`config.mk`:
```
export PLATFORM = sky130hd
export DESIGN_NAME = keycombo_reset
export DESIGN_NICKNAME = d
export VERILOG_FILES = /design/src/rtl/keycombo_pkg.sv /design/src/rtl/kc_sync.sv /design/src/rtl/kc_match.sv /design/src/rtl/kc_qual_timer.sv /design/src/rtl/keycombo_reset.sv
export SDC_FILE = /design/constraint.sdc
export NUM_CORES = 1
export LEC_CHECK = 0
export ABC_AREA = 1
export ABC_CLOCK_PERIOD_IN_PS = 1300
export BUFFER_PORTS_ARGS = -buffer_cell sky130_fd_sc_hd__buf_2
export CAP_MARGIN = 10
export CORE_ASPECT_RATIO = 0.8
export CORE_MARGIN = 2
export CORE_UTILIZATION = 40
export DETAILED_ROUTE_END_ITERATION = 6
export GPL_TIMING_DRIVEN = 1
export SLEW_MARGIN = 20
export SYNTH_ARGS = -nofsm -noshare
export SYNTH_HDL_FRONTEND = slang
export SYNTH_HIERARCHICAL = 1
export SYNTH_SLANG_ARGS = --single-unit
export TNS_END_PERCENT = 30
```
`constraint.sdc`:
```
create_clock -name clk -period 1.3 [get_ports clk]
set_input_delay 0.26 -clock clk [delete_from_list [all_inputs] [get_ports clk]]
set_output_delay 0.26 -clock clk [all_outputs]
set_load 0.005 [all_outputs]
```
`src/rtl/keycombo_pkg.sv`:
```
package keycombo_pkg;
  localparam int KC_LINES = 4;

  typedef enum logic [1:0] {
    COMBO_OFF   = 2'd0,
    COMBO_L01   = 2'd1,
    COMBO_L012  = 2'd2,
    COMBO_L0123 = 2'd3
  } combo_e;
endpackage

```
`src/rtl/kc_sync.sv`:
```
module kc_sync #(
  parameter int WIDTH = 4
) (
  input  logic             clk,
  input  logic             rst_n,
  input  logic [WIDTH-1:0] async_n_i,
  output logic [WIDTH-1:0] sync_n_o
);
  logic [WIDTH-1:0] stage1_q;
  logic [WIDTH-1:0] stage2_q;

  // One two-flop chain per line; idle level (high) out of reset.
  for (genvar i = 0; i < WIDTH; i++) begin : g_line
    always_ff @(posedge clk or negedge rst_n) begin
      if (!rst_n) begin
        stage1_q[i] <= 1'b1;
        stage2_q[i] <= 1'b1;
      end else begin
        stage1_q[i] <= async_n_i[i];
        stage2_q[i] <= stage1_q[i];
      end
    end
  end

  assign sync_n_o = stage2_q;
endmodule

```
`src/rtl/kc_match.sv`:
```
module kc_match
  import keycombo_pkg::*;
#(
  parameter int WIDTH = KC_LINES
) (
  input  combo_e           sel_i,
  input  logic [WIDTH-1:0] line_n_i,
  output logic             match_o
);
  logic [WIDTH-1:0] mask;

  // Line i belongs to the chord when the selector is not OFF and i <= code.
  for (genvar i = 0; i < WIDTH; i++) begin : g_mask
    localparam int unsigned IDX = i;
    assign mask[i] = (sel_i != COMBO_OFF) && (IDX <= 32'(sel_i));
  end

  assign match_o = (mask != '0) && ((~line_n_i & mask) == mask);
endmodule

```
`src/rtl/kc_qual_timer.sv`:
```
module kc_qual_timer #(
  parameter int QUAL_CYCLES = 65536
) (
  input  logic clk,
  input  logic rst_n,
  input  logic match_i,
  input  logic bypass_i,
  output logic req_o
);
  localparam int CNT_W = (QUAL_CYCLES > 2) ? $clog2(QUAL_CYCLES) : 1;
  localparam logic [CNT_W-1:0] LAST = CNT_W'(QUAL_CYCLES - 1);

  logic [CNT_W-1:0] cnt_q;
  logic             req_q;
  logic             at_end;

  assign at_end = (cnt_q == LAST);

  // Counter saturates at LAST and clears whenever the chord breaks.
  always_ff @(posedge clk or negedge rst_n) begin
    if (!rst_n)        cnt_q <= '0;
    else if (!match_i) cnt_q <= '0;
    else if (!at_end)  cnt_q <= cnt_q + 1'b1;
  end

  always_ff @(posedge clk or negedge rst_n) begin
    if (!rst_n) req_q <= 1'b0;
    else        req_q <= match_i && (bypass_i || at_end);
  end

  assign req_o = req_q;

  p_drop_r7: assert property (@(posedge clk) disable iff (!rst_n)
    !match_i |=> !req_o);
  p_clear_r5: assert property (@(posedge clk) disable iff (!rst_n)
    !match_i |=> (cnt_q == '0));
  p_bypass_r6: assert property (@(posedge clk) disable iff (!rst_n)
    (match_i && bypass_i) |=> req_o);
  p_early_r4: assert property (@(posedge clk) disable iff (!rst_n)
    (match_i && !bypass_i && !at_end) |=> !req_o);
  p_resume_r9: assert property (@(posedge clk) disable iff (!rst_n)
    (match_i && at_end) |=> req_o);
endmodule

```
`src/rtl/keycombo_reset.sv`:
```
module keycombo_reset
  import keycombo_pkg::*;
#(
  parameter int QUAL_CYCLES = 65536
) (
  input  logic                clk,
  input  logic                rst_n,
  input  logic [KC_LINES-1:0] key_n_i,
  input  logic [1:0]          combo_sel_i,
  input  logic                standby_i,
  input  logic                osc_wait_i,
  output logic                reset_req_o
);
  logic [KC_LINES-1:0] key_sync_n;
  logic                chord;
  combo_e              sel;

  assign sel = combo_e'(combo_sel_i);

  kc_sync #(.WIDTH(KC_LINES)) u_sync (
    .clk      (clk),
    .rst_n    (rst_n),
    .async_n_i(key_n_i),
    .sync_n_o (key_sync_n)
  );

  kc_match #(.WIDTH(KC_LINES)) u_match (
    .sel_i   (sel),
    .line_n_i(key_sync_n),
    .match_o (chord)
  );

  kc_qual_timer #(.QUAL_CYCLES(QUAL_CYCLES)) u_timer (
    .clk     (clk),
    .rst_n   (rst_n),
    .match_i (chord),
    .bypass_i(standby_i || osc_wait_i),
    .req_o   (reset_req_o)
  );

  p_off_r2: assert property (@(posedge clk) disable iff (!rst_n)
    (combo_sel_i == 2'd0) |=> !reset_req_o);
  p_needs_all_r3: assert property (@(posedge clk) disable iff (!rst_n)
    (combo_sel_i != 2'd0 && key_sync_n[0]) |=> !reset_req_o);
endmodule

```
Word level (Yosys, flattened, before mapping)
Index checks and enable logic that the tools add are counted.

RAM bits: 0. Output and inout port bits: 1. Word-level logic and storage cells: 30. Bits in latches: 0. Register bits: 25. Memories kept: 0. Bits in read-only memories: 0. Input bits: 10.

Bitwise gates (word level): 2. $mul: 0. Add/sub/neg operators: 1. Shift operators: 0. Multiplexer cells: 2. Reductions and logical operators: 9. Div/mod/pow operators: 0. Equal/unequal tests: 3. Magnitude comparators: 3.

Operators by type and width (number): two-way mux 16 bit (2); adder 16 x 1 -> 16 bit (second input constant) (1); equality test 16 bit (second input constant) (1); logical AND 1 bit (5); bitwise AND 4 bit (1); equality test 4 bit (1); less-or-equal comparator 2 bit (first input constant) (2); inverter 4 bit (1); nonzero test 4 bit (1); less-or-equal comparator 1 x 2 -> 1 bit (first input constant) (1); logical OR 1 bit (2); inequality test 2 bit (second input constant) (1); nonzero test 2 bit (1).

Logic depth before layout (Yosys ltp)
Gate-level depths: netlist of the first run.

Depth after elaboration: 6. Gate-level depth with buffers: 8. Depth with buffers taken out: 8.

Cells and area by module
Netlist of the first run, hierarchy kept.

Modules (own cells, without submodules): kc_qual_timer (seq. area each 425.4 um^2, instances 1, cells each 142, area each 1058.5 um^2); kc_sync (seq. area each 210.2 um^2, instances 1, cells each 8, area each 210.2 um^2); kc_match (seq. area each 0.0 um^2, instances 1, cells each 9, area each 42.5 um^2); keycombo_reset (seq. area each 0.0 um^2, instances 1, cells each 3, area each 11.3 um^2).

Worst setup path after synthesis of the first run
OpenSTA, ideal clock, no wires.

Kind: flip-flop to flip-flop. From: register u_sync.stage2_q[1], in the netlist u_sync/sync_n_o[1]. To: register u_timer.cnt_q[0]. Buffers on the path: 2. Stages on the path, launching flop included: 8. Period minus slack after synthesis: 1.399 ns. Required time: 1.235 ns. Slack: -0.099 ns. Arrival time: 1.334 ns. Setup time: 0.065 ns. Path through: dfstp_2 nor2_4 nand2_1 nor2_1 buf_2 clkbuf_1 nand3_1 nand2_1.

Cells in the longest elaborated chain, start to end: 5. Elaborated cells between the ends (all ways): 6. Those cells by class: 2 x eq/ne; 1 x mux; 2 x bitwise; 1 x reduce/logical.

RTL lines: start: declaration (line kc_sync.sv:10) `logic [WIDTH-1:0] stage2_q;`; start signal: indexed assignment (line kc_sync.sv:20) `stage2_q[i] <= stage1_q[i];`; inverter 4 bit * (line kc_match.sv:18) `assign match_o = (mask != '0) && ((~line_n_i & mask) == mask);`; bitwise AND 4 bit * (line kc_match.sv:18); equality test 4 bit * (line kc_match.sv:18); logical AND 1 bit * (line kc_match.sv:18); via chord (line keycombo_reset.sv:15) `logic chord;`; inequality test 2 bit (no line) / two-way mux 16 bit (equally long branches); end signal: assignment (line kc_qual_timer.sv:23) `else if (!at_end) cnt_q <= cnt_q + 1'b1;`; end: declaration (line kc_qual_timer.sv:13) `logic [CNT_W-1:0] cnt_q;`.

Mark *: on every way through the listed nets, which the timed path passes. The rest lies on a longest branch. A chain may end at the register's enable or synchronous reset.

Final worst setup path of the first run
From: register u_timer.cnt_q[1]. To: register u_timer.cnt_q[9].

Cells in the longest elaborated chain, start to end: 3. Elaborated cells between the ends (all ways): 5. Those cells by class: 1 x add/sub; 2 x eq/ne; 2 x mux.

RTL lines: adder 16 x 1 -> 16 bit (line kc_qual_timer.sv:23); two-way mux 16 bit (line kc_qual_timer.sv:23); two-way mux 16 bit (line kc_qual_timer.sv:22) `else if (!match_i) cnt_q <= '0;`.

Several ways; a longest one is shown, not always the timed one. The select of a mux whose other input is x is not followed.

==> flow_summary.yaml, run 1 <==
synthesis:
  netlist_area_um2: 1320
  yosys_warnings: 6
  synth_top_area_cell: "dfrtp_1"
  synth_mux_area_frac: 0
  yosysSeqAreaShare: 0.481
  synth_xor_area_frac: 0
  yosysUniqueCellTypes: 20
  netlist_instances: 162
  ys_ff_latch: 25
  synth_adder_area_share: 0.00946
  synth-compound-area-share: 0.0284
  synth_top_area_share: 0.322
  synth_top_family_by_area: "simple AND/OR/NAND/NOR gates"
  syn_area_per_cell_um2: 8.16
  synth_fp_nets: 173
  synthTopCellsByArea: "dfrtp_1, dfstp_2, nand2_1"
  synthSimpleGateAreaFrac: 0.415
outcome:
  outcome: "finished, violations left"
  violations: "setup timing"
clocking:
  clk_pin_slew_ns: 0.10
  clockBufferDepth: 2
  htreeDepth: 1
  worstSkewPairLatency_ns: 0.28
  clockRootBuffer: "clkbuf_8"
  cts-buffers-inserted: 3
  cts_tree: "done"
  cts_sinks: 25
final_layout:
  syn_to_final_growth_pct: 22.2
  fin_util: 0.516
  instances_no_fill: 223
  antenna_cells: 0
  finalInstanceArea_um2: 1620
  fin_nets: 195
  layout-drive-gt1-share: 0.377
floorplan:
  start_util: 0.422
  ioPinCount: 11
  rows: 18
  die-area_um2: 3790
  die_w_um: 68.3
  core-area_um2: 3130
  dieHeight_um: 55.4
timing:
  fin_crit_sh: 1.01
  relSlewSlack: 0.643
  drv_slew: 0
  maxClockFrequency_mhz: 760
  tightest_slew_ns: 0.536
  fin_hold_ws_ns: 0.0689
  setup_viol: 7
  layout_setup_ws_ns: -0.0150
  finalCriticalPeriod_ns: 1.32
  fin_worst_skew_ns: 0.00519
  rsz0062_at_grt: "yes"
  finalHoldViolations: 0
detailed_routing:
  route.detailed.drc: 0
  antenna_left: 0
  vias: 1079
  wl_per_cell_um: 12.1
  drt-initial-drc-count: 47
  via_per_inst: 4.84
  top_layer_used: "met4"
  dr.pass1.iters: 4
  wl_met1_um: 1410
  wl_um: 2700
  wl_met3_um: 133
  wl_met2_um: 1140
critical_path:
  cp_max_fo: 7
  crit_chain: "ha_2 > nand3_2 > inv_2 > nand2_4 > nor2_4 > buf_6 > nand2_8 > nand2_1"
  worst_setup_path_start_kind: "flop"
  slowest_delay_ns: 0.37
  path_class: "reg2reg"
  cp-end-kind: "flop"
  critPathArrivalTime_ns: 1.54
  critPathRequiredTime_ns: 1.52
  slowest_stage: "dfrtp_1"
place:
  placement.io_buffers: 10
  finalWeightedCongestion: 0.814
  hpwl_um: 1950
  dpl.cell_count: 214
  dpl_cell_area_um2: 1450
  pre_cts_slack_ns: -0.00613
global_routing:
  antenna_found_initial: 0
  grt_max_degree: 26
  grt_pass1_wl_um: 4510
  grt_usage: 0.160
  grt_pass1_vias: 969
  grt-ovfl-total: 0
pwr:
  p_leak_nw: 0.805
  ir_worst_vdd_uv: 445
  powerDensity_nw_per_um2: 851
flow_run:
  drv_cap: 0
min_path:
  hold_class: "in2reg"
cells in the mapped netlist:
| library cell | number |
|---|---|
| clkbuf_1 | 1 |
| nor2_1 | 17 |
| nand3_1 | 25 |
| or2_2 | 5 |
| inv_2 | 2 |
| dfrtp_1 | 17 |
| nand2_2 | 8 |
| nor2_4 | 4 |
| ha_1 | 1 |
| nand2_1 | 41 |
| inv_1 | 16 |
| buf_2 | 1 |
| o21bai_1 | 3 |
| nand2_4 | 3 |
| buf_6 | 1 |
| nor3_4 | 1 |
| nor3_1 | 1 |
| o21ai_0 | 3 |
| dfstp_2 | 8 |
| nand4_1 | 4 |
state kept, by name, summed over array words and instances (netlist names):
signal	count
u_timer/req_o	1
u_sync/stage1_q	4
u_sync/sync_n_o	4
u_timer/cnt_q	16
metal layers:
layer	track usage	vias up
li1	-	560
met1	0.253	501
met2	0.215	16
met3	0.0428	2
met4	0.0343	0
met5	0	-
cell families (layout without fill, tap and decap cells):
kind of cell | after synthesis | after routing
AND/OR/NAND/NOR | 109 | 110
flip-flops | 25 | 25
buffers and inverters | 21 | 41
AO/OA/AOI/OAI | 6 | 6
adder cells (fa/ha/maj) | 1 | 1
worst paths after layout:
check / startpoint / depth (start not counted) / to / slack (ns)
min in group asynchronous: rst_n / 2 / u_timer/cnt_q[2] / 0.49
max in group asynchronous: rst_n / 2 / u_timer/cnt_q[3] / 0.42
min: key_n_i[3] / 1 / u_sync/stage1_q[3] / 0.07
max reg2reg: u_timer/cnt_q[1] / 8 / u_timer/cnt_q[9] / -0.02
min reg2reg: u_sync/stage1_q[3] / 0 / u_sync/sync_n_o[3] / 0.36
max: u_timer/cnt_q[1] / 8 / u_timer/cnt_q[9] / -0.02
through the flow:
step / TNS (ns) / total power (W)
after floorplan: 0 / 0.000847
after global routing: -1.36 / 0.00144
after detailed placement: -0.0197 / 0.000892
after CTS: 0 / 0.00138
final: -0.0432 / 0.00138
after global placement: 0 / 0.000890
power by group:
part | leakage (nW) | switching [W] | internal (W) | total [W]
clock network | 0.0261 | 0.000268 | 0.000225 | 0.000493
logic | 0.460 | 0.0000451 | 0.0000283 | 0.0000734
registers | 0.319 | 0.00000635 | 0.000803 | 0.000809
total | 0.805 | 0.000320 | 0.00106 | 0.00138
placed cells by master (no fill, tap or decap):
cell,synthesis,final
buf_2,1,10
nor2_2,0,3
nand2_8,0,2
o21bai_1,3,3
dlygate4sd3_1,0,1
nand4_1,4,4
nand3_1,25,23
buf_4,0,6
nor3_4,1,1
nand3_2,0,2
ha_2,0,1
inv_1,16,15
nand2_2,8,13
buf_6,1,1
dfstp_2,8,8
dfrtp_2,0,1
inv_2,2,3
clkbuf_8,0,3
buf_12,0,1
or2_2,5,5
nand2_4,3,2
o21ai_0,3,3
nor2_4,4,6
nand2_1,41,36
nor2_1,17,12
inv_6,0,1
nor3_1,1,1
dfrtp_1,17,16
final cells by class:
cell class                      count  area [µm²]
Fill cell                         296        1510
Multi-Input combinational cell    117         676
Sequential cell                    25         637
Timing Repair Buffer               19         136
Inverter                           18        67.6
Tap cell                           40        50.0
Clock buffer                        3        41.3
Clock inverter                      1        8.76
worst max-delay path, delay by kind of cell (launching register included):
family        cells  cell delay, ns
fa+ha+maj         1            0.19
simple gates      5            0.47
flops             1            0.37
buf+inv           2            0.24
repair_timing:
item                                    CTS  global route
hold buffers                              1             0
pin swaps                                 1            11
endpoints found under the setup margin    9            16
hold endpoints to repair                 17             0
gates resized for setup                   1            19
gates cloned                              0             1
buffers inserted                          0             3
Note: power is estimated with default switching activity, not from simulation.
==> run 2, diff against run 1 <==
--- a/config.mk
+++ b/config.mk
@@ -14,6 +14,7 @@
 export CORE_UTILIZATION = 40
 export DETAILED_ROUTE_END_ITERATION = 6
 export GPL_TIMING_DRIVEN = 1
+export PLACE_DENSITY = 0.71
 export SLEW_MARGIN = 20
 export SYNTH_ARGS = -nofsm -noshare
 export SYNTH_HDL_FRONTEND = slang
==> run 2 against run 1 <==
The run still ends with setup timing left. Power shrank 2.6%. Worst hold slack gained 0.011 ns. Clock-buffer cell count is the same. Combinational power shrank 7.4%. Critical path type unchanged. Critical endpoint unchanged. Largest cell class is now sequential cells.
==> flow_summary.yaml, run 2 (synthesis gave the netlist of run 1 again) <==
detailed_routing:
  via_per_inst: 5.00
  vias: 1109
  wl_met1_um: 1350
  wl_um: 2820
  wl_per_cell_um: 12.7
  route.detailed.drc: 0
  wl_met2_um: 1330
  wl_met3_um: 95
  dr.pass1.iters: 4
  antenna_left: 0
  drt-initial-drc-count: 27
  top_layer_used: "met4"
pwr:
  p_comb_frac: 0.051
  p_leak_nw: 0.827
  power_w: 0.00134
  p_int_w: 0.00104
  switching_share: 0.220
  powerDensity_nw_per_um2: 868
  total_switching_power_w: 0.000295
  pwr-share-seq: 0.605
  ir_worst_vdd_uv: 683
  clkPwrFrac: 0.344
clocking:
  clk_pin_slew_ns: 0.08
  cts_sinks: 25
  htreeDepth: 1
  clockBufferDepth: 2
  clockRootBuffer: "clkbuf_8"
  worstSkewPairLatency_ns: 0.27
  cts_tree: "done"
  cts-buffers-inserted: 3
global_routing:
  grt_pass1_wl_um: 4530
  grt_pass1_vias: 996
  grt-ovfl-total: 0
  grt_usage: 0.163
  grt_max_degree: 26
  antenna_found_initial: 0
critical_path:
  cp_top_family: "simple AND/OR/NAND/NOR gates"
  r2r_setup_slack_ns: -0.02
  cp_max_fo: 7
  r2r_start: "u_timer/cnt_q[0]"
  cp-end-kind: "flop"
  worstSetupPathDepth: 7
  slowest_delay_ns: 0.38
  cp_common_cell: "nand2_4"
  r2r_cells: 7
  critPathLaunch: "u_timer/cnt_q[0]"
  regToRegEndpoint: "u_timer/cnt_q[9]"
  crit_end: "u_timer/cnt_q[9]"
  crit_buf_inv: 1
  path_class: "reg2reg"
  crit_chain: "ha_2 > nand3_2 > inv_2 > nand2_4 > nor2_4 > nand2_4 > nand2_1"
  critPathRequiredTime_ns: 1.51
  critPathArrivalTime_ns: 1.54
  slowest_stage: "dfrtp_1"
  worst_setup_path_start_kind: "flop"
flow_run:
  drv_cap: 0
timing:
  drv_slew: 0
  tightest_slew_ns: 0.525
  tns_ns: -0.187
  fin_worst_skew_ns: 0.00128
  relSlewSlack: 0.650
  layout_setup_ws_ns: -0.0242
  fin_crit_sh: 1.02
  rsz0062_at_grt: "yes"
  maxClockFrequency_mhz: 755
  finalHoldViolations: 0
  setup_viol: 13
  finalCriticalPeriod_ns: 1.32
floorplan:
  dieHeight_um: 55.4
  core-area_um2: 3130
  ioPinCount: 11
  rows: 18
  die_w_um: 68.3
  start_util: 0.422
  die-area_um2: 3790
final_layout:
  antenna_cells: 0
  final_cell_mix: "nand2_1, nand3_1, dfrtp_1"
  instances_no_fill: 222
  layout-drive-gt1-share: 0.330
  mostFrequentLayoutCell: "nand2_1"
  fin_nets: 194
  regMostFlops: "u_timer/cnt_q"
  fillCellCount: 285
  syn_to_final_growth_pct: 16.7
  largest_reg_flops: 16
outcome:
  violations: "setup timing"
  outcome: "finished, violations left"
place:
  placement.io_buffers: 10
  pre_cts_slack_ns: -0.0447
  dpl.cell_count: 213
  finalWeightedCongestion: 0.931
  hpwl_um: 2040
min_path:
  hold_path_depth: 1
  hold_class: "in2reg"
[run 2: final cells by class]
cell class,count,area [µm²],area share
inverters,18,67.6,0.0438
well taps,40,50.0,0.0324
repair buffers,18,113,0.0730
flip-flops and latches,25,636,0.412
multi-input cells,117,631,0.409
clock inverters,1,5.00,0.00324
clock buffers,3,41.3,0.0268
[run 2: worst min path at each step]
| stage | slack, ns | from | end |
|---|---|---|---|
| final | 0.08 | key_n_i[1] | u_sync/stage1_q[1] |
| after floorplan | -0.04 | rst_n | u_timer/cnt_q[0] |
| after global routing | 0.06 | key_n_i[3] | u_sync/stage1_q[3] |
| after detailed placement | 0.27 | rst_n | u_timer/cnt_q[9] |
| after CTS | 0.07 | key_n_i[1] | u_sync/stage1_q[1] |
| after global placement | 0.26 | rst_n | u_timer/cnt_q[3] |
[run 2: power groups by stage]
stage,registers (W),logic (W),clock network [W]
2_1_floorplan,0.000824,0.0000227,0
3_3_place_gp,0.000823,0.0000626,0
3_5_place_dp,0.000825,0.0000655,0
4_1_cts,0.000811,0.0000699,0.000477
5_1_grt,0.000812,0.0000773,0.000517
6_report,0.000811,0.0000680,0.000461
[run 2: what timing repair did]
action                                  4_1_cts  5_1_grt
endpoints found under the setup margin       15       16
endpoints found under the hold margin        17        0
pin swaps                                     3        2
cloned                                        1        0
hold buffers                                  1        0
gates resized for setup                       4        4
setup buffers                                 1        2
[run 2: metrics by stage]
| stage | cell area (µm²) | hold slack [ns] | utilization |
|---|---|---|---|
| global route | 1540 | 0.0628 | 0.493 |
| finish | 1540 | 0.0803 | 0.493 |
| detailed placement | 1430 | 0.275 | 0.458 |
| global placement | 1430 | 0.264 | 0.458 |
| CTS | 1520 | 0.0745 | 0.484 |
| floorplan | 1320 | -0.0356 | - |
[run 2: worst reg2reg max path, cell delays in order (launching register included)]
cell	delay, ns
dfrtp_1	0.38
ha_2	0.20
nand3_2	0.09
inv_2	0.11
nand2_4	0.08
nor2_4	0.20
nand2_4	0.12
nand2_1	0.09
[run 2: routing by layer]
metal  GRT usage  up-vias
li1            -      550
met1       0.226      531
met2       0.248       22
met3      0.0244        6
met4      0.0771        0
met5           0        -
